### src/rtl/sdram_fpw_pkg.sv
// Shared command codes and controller state encoding for the full-page
// write sequencer. Assumes the command pin order {cs_n, ras_n, cas_n, we_n}.
package sdram_fpw_pkg;

    typedef logic [3:0] cmd_t;

    localparam cmd_t CMD_NOP = 4'b0111;
    localparam cmd_t CMD_ACT = 4'b0011;
    localparam cmd_t CMD_WR  = 4'b0100;
    localparam cmd_t CMD_BST = 4'b0110;

    typedef enum logic [1:0] {
        ST_IDLE  = 2'd0,
        ST_RCD   = 2'd1,
        ST_BURST = 2'd2,
        ST_RECOV = 2'd3
    } seq_st_e;

endpackage

### src/rtl/sdram_fpw_lencheck.sv
// Word-count screen: flags a count as legal when it lies between one word
// and a full page inclusive. Purely combinational.
// Assumes LEN_W is wide enough to hold PAGE.
module sdram_fpw_lencheck #(
    parameter int LEN_W = 10,
    parameter int PAGE  = 512
) (
    input  logic [LEN_W-1:0] len,
    output logic             ok
);

    localparam logic [LEN_W-1:0] PAGE_V = LEN_W'(PAGE);

    // legal when non-zero and no larger than one page
    always_comb ok = (len != '0) && (len <= PAGE_V);

endmodule

### src/rtl/sdram_fpw_delay.sv
// Loadable down counter used for the row-to-column wait and the write
// recovery wait. Holds at zero once expired.
// Assumes load has priority over the countdown.
module sdram_fpw_delay #(
    parameter int W = 2
) (
    input  logic         clk,
    input  logic         rst_n,
    input  logic         load,
    input  logic [W-1:0] load_val,
    output logic [W-1:0] cnt_o
);

    logic [W-1:0] cnt_q;

    // load a new delay or count down toward zero
    always_ff @(posedge clk) begin
        if (!rst_n) begin
            cnt_q <= '0;
        end else if (load) begin
            cnt_q <= load_val;
        end else if (cnt_q != '0) begin
            cnt_q <= cnt_q - W'(1);
        end
    end

    assign cnt_o = cnt_q;

endmodule

### src/rtl/sdram_fpw_beats.sv
// Burst progress tracker: remaining-beat count and the column of the most
// recently launched beat. The column register is COL_W bits wide, so it
// wraps to zero past the last column of the row.
// Assumes load and step are never high together.
module sdram_fpw_beats #(
    parameter int COL_W = 9,
    parameter int LEN_W = 10
) (
    input  logic             clk,
    input  logic             rst_n,
    input  logic             load,
    input  logic             step,
    input  logic [COL_W-1:0] start_col,
    input  logic [LEN_W-1:0] len,
    output logic [LEN_W-1:0] left_o,
    output logic [COL_W-1:0] col_o
);

    logic [LEN_W-1:0] left_q;
    logic [COL_W-1:0] col_q;

    // first beat loads the tracker, each later beat advances it
    always_ff @(posedge clk) begin
        if (!rst_n) begin
            left_q <= '0;
            col_q  <= '0;
        end else if (load) begin
            left_q <= len - LEN_W'(1);
            col_q  <= start_col;
        end else if (step) begin
            left_q <= left_q - LEN_W'(1);
            col_q  <= col_q + COL_W'(1);
        end
    end

    assign left_o = left_q;
    assign col_o  = col_q;

endmodule

### src/rtl/sdram_fpw_seq.sv
// Full-page write sequencer. Opens a row, waits T_RCD clocks, writes len
// words starting at the requested column, and ends the burst with a
// terminate command. The row is left open, and pre_ok reports when write
// recovery (T_WR clocks after the terminate) has elapsed.
// Assumes: memory set to full-page burst length; COL_W <= 10 so the column
// never reaches A10; ROW_W <= ADDR_W; T_RCD >= 1 and T_WR >= 1.
// All memory-side outputs and handshake outputs are registered.
module sdram_fpw_seq
    import sdram_fpw_pkg::*;
#(
    parameter int DATA_W = 16,
    parameter int BA_W   = 2,
    parameter int ROW_W  = 12,
    parameter int ADDR_W = 12,
    parameter int COL_W  = 9,
    parameter int T_RCD  = 2,
    parameter int T_WR   = 2
) (
    input  logic              clk,
    input  logic              rst_n,
    input  logic              req_valid,
    output logic              req_ready,
    input  logic [BA_W-1:0]   req_bank,
    input  logic [ROW_W-1:0]  req_row,
    input  logic [COL_W-1:0]  req_col,
    input  logic [COL_W:0]    req_len,
    output logic              err,
    output logic              done,
    output logic              pre_ok,
    input  logic              wr_valid,
    output logic              wr_ready,
    input  logic [DATA_W-1:0] wr_data,
    output logic              cs_n,
    output logic              ras_n,
    output logic              cas_n,
    output logic              we_n,
    output logic [BA_W-1:0]   ba,
    output logic [ADDR_W-1:0] addr,
    output logic [DATA_W-1:0] dq_out,
    output logic              dq_oe,
    output logic              dqm
);

    localparam int PAGE    = 1 << COL_W;
    localparam int LEN_W   = COL_W + 1;
    localparam int TMR_MAX = (T_RCD > T_WR) ? T_RCD : T_WR;
    localparam int TMR_W   = $clog2(TMR_MAX + 1);

    // registered state and outputs
    seq_st_e            st_q;
    cmd_t               cmd_q;
    logic [BA_W-1:0]    ba_q;
    logic [ADDR_W-1:0]  addr_q;
    logic [DATA_W-1:0]  dq_q;
    logic               oe_q;
    logic               dqm_q;
    logic               wrdy_q;
    logic               rrdy_q;
    logic               pok_q;
    logic               done_q;
    logic               err_q;

    // request fields held for the life of the burst
    logic [BA_W-1:0]    bank_hold_q;
    logic [COL_W-1:0]   col_hold_q;
    logic [LEN_W-1:0]   len_hold_q;

    // helper wires
    logic               len_ok;
    logic [TMR_W-1:0]   rcd_cnt;
    logic [TMR_W-1:0]   wr_cnt;
    logic [LEN_W-1:0]   beats_left;
    logic [COL_W-1:0]   col_q;
    logic [ADDR_W-1:0]  col_addr;
    logic               accept;
    logic               start;
    logic               rcd_done;
    logic               rcd_last;
    logic               launch_first;
    logic               launch_next;
    logic               finish;
    logic               rec_done;

    sdram_fpw_lencheck #(
        .LEN_W (LEN_W),
        .PAGE  (PAGE)
    ) u_len (
        .len (req_len),
        .ok  (len_ok)
    );

    sdram_fpw_delay #(
        .W (TMR_W)
    ) u_rcd (
        .clk      (clk),
        .rst_n    (rst_n),
        .load     (start),
        .load_val (TMR_W'(T_RCD - 1)),
        .cnt_o    (rcd_cnt)
    );

    sdram_fpw_delay #(
        .W (TMR_W)
    ) u_wrec (
        .clk      (clk),
        .rst_n    (rst_n),
        .load     (finish),
        .load_val (TMR_W'(T_WR - 1)),
        .cnt_o    (wr_cnt)
    );

    sdram_fpw_beats #(
        .COL_W (COL_W),
        .LEN_W (LEN_W)
    ) u_beats (
        .clk       (clk),
        .rst_n     (rst_n),
        .load      (launch_first),
        .step      (launch_next),
        .start_col (col_hold_q),
        .len       (len_hold_q),
        .left_o    (beats_left),
        .col_o     (col_q)
    );

    // column phase address: start column in the low bits, rest held at zero
    generate
        if (ADDR_W > COL_W) begin : g_col_pad
            assign col_addr = {{(ADDR_W - COL_W){1'b0}}, col_hold_q};
        end else begin : g_col_trunc
            assign col_addr = col_hold_q[ADDR_W-1:0];
        end
    endgenerate

    // per-cycle control decisions taken from the current state
    always_comb begin
        accept       = (st_q == ST_IDLE) && rrdy_q && req_valid;
        start        = accept && len_ok;
        rcd_done     = (rcd_cnt == '0);
        rcd_last     = (rcd_cnt == TMR_W'(1));
        launch_first = (st_q == ST_RCD) && rcd_done;
        launch_next  = (st_q == ST_BURST) && (beats_left != '0);
        finish       = (st_q == ST_BURST) && (beats_left == '0);
        rec_done     = (st_q == ST_RECOV) && (wr_cnt == '0);
    end

    // sequencing state and command/address registers
    always_ff @(posedge clk) begin
        if (!rst_n) begin
            st_q        <= ST_IDLE;
            cmd_q       <= CMD_NOP;
            ba_q        <= '0;
            addr_q      <= '0;
            rrdy_q      <= 1'b1;
            pok_q       <= 1'b1;
            done_q      <= 1'b0;
            err_q       <= 1'b0;
            wrdy_q      <= 1'b0;
            bank_hold_q <= '0;
            col_hold_q  <= '0;
            len_hold_q  <= '0;
        end else begin
            cmd_q  <= CMD_NOP;
            done_q <= 1'b0;
            err_q  <= 1'b0;
            unique case (st_q)
                ST_IDLE: begin
                    if (start) begin
                        cmd_q       <= CMD_ACT;
                        ba_q        <= req_bank;
                        addr_q      <= ADDR_W'(req_row);
                        bank_hold_q <= req_bank;
                        col_hold_q  <= req_col;
                        len_hold_q  <= req_len;
                        rrdy_q      <= 1'b0;
                        pok_q       <= 1'b0;
                        wrdy_q      <= (T_RCD == 1);
                        st_q        <= ST_RCD;
                    end else if (accept) begin
                        err_q <= 1'b1;
                    end
                end
                ST_RCD: begin
                    if (rcd_done) begin
                        cmd_q  <= CMD_WR;
                        ba_q   <= bank_hold_q;
                        addr_q <= col_addr;
                        wrdy_q <= (len_hold_q > LEN_W'(1));
                        st_q   <= ST_BURST;
                    end else begin
                        wrdy_q <= rcd_last;
                    end
                end
                ST_BURST: begin
                    if (finish) begin
                        cmd_q  <= CMD_BST;
                        done_q <= 1'b1;
                        wrdy_q <= 1'b0;
                        st_q   <= ST_RECOV;
                    end else begin
                        wrdy_q <= (beats_left > LEN_W'(1));
                    end
                end
                ST_RECOV: begin
                    if (rec_done) begin
                        pok_q  <= 1'b1;
                        rrdy_q <= 1'b1;
                        st_q   <= ST_IDLE;
                    end
                end
                default: st_q <= ST_IDLE;
            endcase
        end
    end

    // data pins: drive each launched beat, mask it when no word was offered
    always_ff @(posedge clk) begin
        if (!rst_n) begin
            dq_q  <= '0;
            oe_q  <= 1'b0;
            dqm_q <= 1'b1;
        end else if (launch_first || launch_next) begin
            oe_q  <= 1'b1;
            dqm_q <= !wr_valid;
            if (wr_valid) begin
                dq_q <= wr_data;
            end
        end else begin
            oe_q  <= 1'b0;
            dqm_q <= 1'b1;
        end
    end

    assign {cs_n, ras_n, cas_n, we_n} = cmd_q;
    assign ba        = ba_q;
    assign addr      = addr_q;
    assign dq_out    = dq_q;
    assign dq_oe     = oe_q;
    assign dqm       = dqm_q;
    assign wr_ready  = wrdy_q;
    assign req_ready = rrdy_q;
    assign pre_ok    = pok_q;
    assign done      = done_q;
    assign err       = err_q;

endmodule

### config.mk
export PLATFORM = sky130hd
export DESIGN_NAME = sdram_fpw_seq
export DESIGN_NICKNAME = d
export VERILOG_FILES = /design/src/rtl/sdram_fpw_pkg.sv /design/src/rtl/sdram_fpw_lencheck.sv /design/src/rtl/sdram_fpw_delay.sv /design/src/rtl/sdram_fpw_beats.sv /design/src/rtl/sdram_fpw_seq.sv
export SDC_FILE = /design/constraint.sdc
export NUM_CORES = 1
export LEC_CHECK = 0
export BUFFER_PORTS_ARGS = -buffer_cell sky130_fd_sc_hd__buf_2
export CAP_MARGIN = 20
export CORE_MARGIN = 1
export CORE_UTILIZATION = 35
export DETAILED_ROUTE_END_ITERATION = 8
export PLACE_DENSITY = 0.65
export SLEW_MARGIN = 40
export SYNTH_ARGS = -nofsm -noshare
export SYNTH_HDL_FRONTEND = slang
export SYNTH_SLANG_ARGS = --single-unit
### constraint.sdc
create_clock -name clk -period 3.1 [get_ports clk]
set_clock_uncertainty 0.15 [all_clocks]
set_input_delay 0.155 -clock clk [delete_from_list [all_inputs] [get_ports clk]]
set_output_delay 0.155 -clock clk [all_outputs]
set_load 0.01 [all_outputs]
**After elaboration in Yosys (flattened, before gate mapping)**

Index checks and enable logic that the tools add are counted.

- Bits in registers: 77
- Output and inout bits: 41
- Word-level logic and storage cells: 101

- Add/subtract/negate cells: 4
- $lt $le $gt $ge: 3
- Eq/ne operators: 8
- Muxes and demuxes: 30
- Bitwise operators: 2
- Reductions and logical operators: 35

Operator list:

| cell | number |
|---|---|
| $mux 12 | 2 |
| $pmux 12 s2 | 1 |
| $gt 10x1->1 const B | 2 |
| $mux 10 | 2 |
| $reduce_bool 10->1 | 2 |
| $sub 10x1->10 const B | 2 |
| $mux 2 | 7 |
| $reduce_bool 2->1 | 7 |
| $mux 1 | 12 |
| $le 10x10->1 const B | 1 |
| $logic_not 10->1 | 1 |
| $reduce_and 2->1 | 5 |
| $pmux 3 s3 | 1 |
| $logic_and 1x1->1 | 8 |
| $ne 2x2->1 const B | 4 |
| $pmux 2 s4 | 1 |
| $logic_not 2->1 | 3 |
| $reduce_and 3->1 | 2 |
| $eq 2x1->1 const B | 2 |
| $eq 2x2->1 const B | 2 |
| $pmux 2 s2 | 1 |
| $reduce_and 4->1 | 1 |
| $reduce_or 2->1 | 2 |
| $sub 2x1->2 const B | 2 |
| 8 further kinds | 9 |

**Longest topological paths before layout**

- Depth in word-level cells: 6
- Mapped depth: 8
- Gate-level depth less buffers: 7

**Modules after synthesis**

Synthesis repeated with hierarchy kept, for this count alone.

- Cells, all modules: 465
- Area, all modules: 4055.1 um2

By module, submodules not included:

| module | times used | cells an instance | area each (um2) | sequential area each (um2) |
|---|---|---|---|---|
| sdram_fpw_seq | 1 | 292 | 2582.5 | 1241.2 |
| sdram_fpw_beats | 1 | 142 | 1211.2 | 380.4 |
| sdram_fpw_delay | 2 | 13 | 116.4 | 40.0 |
| sdram_fpw_lencheck | 1 | 5 | 28.8 | 0.0 |

**Least setup slack after synthesis**

No wires, ideal clock.

- Path type: input to register
- Start: input port req_len[5]
- End: register addr_q[0], in the netlist addr[0]
- Setup time: 0.080 ns
- Data arrival time: 2.016 ns
- Data required time: 2.870 ns
- Slack: 0.853 ns
- Cell stages on the path: 7
- Cells stage by stage: or4_1 > buf_2 > or4_4 > a32oi_4 > buf_6 > nor2_2 > a211oi_2

- Cells in the longest elaborated chain, start to end: 5

RTL lines:

| element | RTL line | text |
|---|---|---|
| from (decl) | sdram_fpw_seq.sv:26 | `input logic [COL_W:0] req_len,` |
| $le 10x10->1 / $reduce_bool 10->1 (equally long branches) | sdram_fpw_lencheck.sv:15 | `always_comb ok = (len != '0) && (len <= PAGE_V);` |
| $logic_and 1x1->1 (*) | sdram_fpw_lencheck.sv:15 |  |
| $logic_and 1x1->1 (*) | sdram_fpw_seq.sv:138 | `start = accept && len_ok;` |
| $ne 2x2->1 (no source line) (*) | -- |  |
| $reduce_and 3->1 (no source line) (*) | -- |  |
| to (signal assigned) | sdram_fpw_seq.sv:171 | `addr_q <= ADDR_W'(req_row);` |
| to (signal assigned) | sdram_fpw_seq.sv:187 | `addr_q <= col_addr;` |
| to (decl) | sdram_fpw_seq.sv:53 | `logic [ADDR_W-1:0] addr_q;` |

Every way passes the cells marked *; elsewhere a longest branch is shown, timed or not.
A chain may end at the register's enable or synchronous reset.

**Worst setup path in the final report**

- Start: input port req_len[5]
- End: register ba_q[0], in the netlist ba[0]

- Cells in the longest elaborated chain, start to end: 5

RTL lines:

| element | RTL line | text |
|---|---|---|
| $le 10x10->1 / $reduce_bool 10->1 (equally long branches) | sdram_fpw_lencheck.sv:15 |  |
| $logic_and 1x1->1 (*) | sdram_fpw_lencheck.sv:15 |  |
| $logic_and 1x1->1 (*) | sdram_fpw_seq.sv:138 |  |
| $ne 2x2->1 (no source line) (*) | -- |  |
| $reduce_and 3->1 (no source line) (*) | -- |  |
| to (signal assigned) | sdram_fpw_seq.sv:170 | `ba_q <= req_bank;` |
| to (signal assigned) | sdram_fpw_seq.sv:186 | `ba_q <= bank_hold_q;` |
| to (decl) | sdram_fpw_seq.sv:52 | `logic [BA_W-1:0] ba_q;` |

Marks and branches as above.

==> impl_metrics.ini <==
[setup_path]
crit_path_end_kind = register
crit_fanout = 21
r2r-end = u_beats.left_o[7]
ff2ff_setup_slack_ps = 800
critPathArrivalTime_ps = 2980
crit_slowest_cell = or4_1
crit_family = simple AND/OR/NAND/NOR gates
reg2reg_from = st_q[0]
critPathRequiredTime_ps = 3210
r2r_cells = 8
slowest_delay_ps = 680
worstSetupPathType = primary input to register
worst-path-buf-inv = 3
cp_cell_sequence = dlygate4sd3_1 -> buf_2 -> or4_1 -> or4_4 -> a32oi_4 -> buf_4 -> nor2_2 -> a211oi_2
start_kind = primary input

[floorplan]
dieArea_sq_mm = 0.0107
start_util = 0.364
placeableCoreArea_sq_mm = 0.00986
io_pins = 94
rows = 36
fp.dieH_um = 103
die_w_um = 103

[synth]
syn_area_sq_mm = 0.00359
postSynthAreaPerCell_sq_um = 8.57
ys_seq_elements = 76
synth_flop_cell = dfxtp_1
yosys_warnings = 0
syn_inst = 419
synth_cell_types = 50
syn_nets = 484
yosysSeqAreaShare = 0.424
async_flop_share = 0
synth-edff-count = 0

[grt]
grt_antenna_before_repair = 0
grt_usage = 0.183
grt-ovfl-total = 0
met1_usage = 0.229
use_met2 = 0.311
grt_max_degree = 41
grt_pass1_vias = 3300
grt_busiest_layer = met2
grt_pass1_wl_mm = 15.2
met3_usage = 0.0511

[pwr]
ir_worst_vdd_v = 0.000390
powerDensity_mw_per_mm2 = 863
p_leak_nw = 1.98

[cts]
htreeDepth = 3
clkLatencyLatePin_ps = 340
path_clk_slew_ps = 80
cts-buffers-inserted = 9
clk_path_buf_depth = 2
ctsRootBufferMaster = clkbuf_8
cts_tree = yes
cts_setup_buffers = 0
cts.sinks = 76

[timing]
max_slew_margin = 0.513
slew_violations = 0
hold_violations = 0
fin_crit_sh = 0.925
setup_violations = 0
whs_ps = 34.0
min_period_ps = 2870
rsz0062_at_grt = false
max_freq_mhz = 349
worst_pin_slew_ps = 724
tns_ps = 0

[routing]
drt-total-wl_mm = 9.12
vias_per_cell = 4.94
num_vias = 3367
firstDrtPassIters = 4
drt-wirelength-per-cell_um = 13.4
antenna_left = 0
drt_iter0_markers = 170
drc = 0

[status]
status = finished clean

[final_layout]
fillers = 906
syn_to_final_growth_pct = 34.1
antenna_cells = 0
layout-drive-gt1-share = 0.257
fin_util = 0.488
nets = 608

[place]
io_buffers = 92
place_hpwl_mm = 6.13
gp_congestion = 0.822

[hold_path]
min_to = addr[8]
hold_start = req_row[8]
hold_depth = 3
hp-class = primary input to register

[run]
maxCapViolCount = 0
registers in the layout (all words and copies together), names as in the netlist:
signal,flops
dqm,1
addr,12
cmd_q,3
col_hold_q,9
u_beats.left_o,10
dq_out,16
st_q,2
u_rcd.cnt_o,2
dq_oe,1
len_hold_q,10
pre_ok,1
done,1
u_wrec.cnt_o,2
wr_ready,1
err,1
ba,2
bank_hold_q,2
worst max-delay path by stage:
| stage | endpoint | cells after the start | start | slack [ps] |
|---|---|---|---|---|
| after floorplan | addr[0] | 7 | req_len[5] | 850 |
| after global placement | addr[6] | 7 | req_len[5] | 500 |
| after detailed placement | addr[6] | 7 | req_len[5] | 450 |
| after CTS | ba[0] | 8 | req_len[5] | 250 |
| after global routing | addr[8] | 8 | req_len[6] | 150 |
| final | ba[0] | 8 | req_len[5] | 230 |
layout make-up:
cell class / instances / area, sq um / share of cell area
timing repair buffer: 143 / 946 / 0.197
clock inverter: 6 / 111 / 0.0231
clock buffer: 10 / 128 / 0.0265
sequential: 76 / 1520 / 0.316
inverter: 14 / 52.6 / 0.0109
multi-input combinational: 299 / 1890 / 0.392
tap: 133 / 166 / 0.0346
per-layer routing:
metal	vias to the layer above	wire (um)
met5	-	0
met4	0	42
met3	4	530
met2	88	4410
met1	1565	4140
li1	1710	-
synthesized netlist by cell type (all sizes together), types with 2 or more instances:
cell type	instances	area share
nor3b	3	0.0063
nand4	2	0.0035
a31oi	2	0.0035
a22o	4	0.0098
o31a	2	0.0049
inv	14	0.015
or3	2	0.0035
or2	2	0.0035
dfxtp	76	0.42
nand3	42	0.059
or4	3	0.0073
nor2b	3	0.0052
nor2	28	0.036
nand3b	4	0.0084
and2	2	0.0035
buf	9	0.016
xnor2	11	0.027
clkbuf	21	0.022
nor3	7	0.0098
mux2i	14	0.039
nand2	50	0.052
o21ai	42	0.059
xor2	5	0.012
o31ai	2	0.0042
o2111ai	2	0.0049
o211ai	2	0.0042
a211oi	17	0.048
nor4	7	0.012
a21oi	11	0.015
and3	3	0.0052
ha	12	0.042
nand2b	5	0.0087
cell families (layout without fill, tap and decap cells):
logic type,count (synthesis),count (layout),synth area share
simple gates,165,165,0.229
compound gates,91,91,0.174
flops,76,76,0.424
buf+inv,44,173,0.0526
xor+xnor,16,16,0.0390
mux,14,14,0.0390
fa+ha+maj,12,12,0.0418
other cells,1,1,0.00104
repair_timing:
item                                   in CTS  in global routing
endpoints found under the hold margin      41                  0
gates resized for setup                     0                  0
hold buffers                               41                  0
cell usage in the layout, fill, tap and decap left out, types with 2 or more instances in the layout:
cell type and count:
buf_2 92, dfxtp_1 76, nand2_1 50, nand3_1 42
dlygate4sd3_1 41, o21ai_0 38, nor2_1 19, inv_1 14
mux2i_1 14, ha_1 12, a21oi_1 11, xnor2_1 11
buf_4 10, nor2_2 9, a211oi_2 9, clkbuf_8 9
a211oi_1 8, nor4_1 7, nor3_1 6, xor2_1 5
nand2b_1 5, nand3b_1 4, a22o_1 4, and3_1 3
o21ai_1 3, nor3b_1 3, nor2b_1 3, bufinv_16 3
or4_1 2, or3_1 2, o31a_1 2, o2111ai_1 2
nand4_1 2, and2_1 2, a31oi_1 2, o31ai_1 2
o211ai_1 2
per-stage QoR:
| stage | cell area (sq um) | worst slack [ps] | power (W) | instances |
|---|---|---|---|---|
| after global routing | 4810 | 146 | 0.00447 | 681 |
| after CTS | 4810 | 251 | 0.00419 | 681 |
| after detailed placement | 4160 | 452 | 0.00322 | 624 |
| final | 4810 | 233 | 0.00416 | 681 |
| after global placement | 4160 | 496 | 0.00316 | 624 |
| after floorplan | 3590 | 853 | 0.00274 | 419 |
where the power goes:
group / internal, W / switching, W / total [W]
sequential: 0.00123 / 0.000176 / 0.00141
clock: 0.000537 / 0.000375 / 0.000912
combinational: 0.000800 / 0.00104 / 0.00184
worst register-to-register path: cells and delay by family (launching register included):
family	cells	cell delay, ps
simple gates	2	720
compound gates	2	500
flops	1	350
buf+inv	2	260
fa+ha+maj	1	160
xor+xnor	1	80
Power figures use the tool's default switching activity.
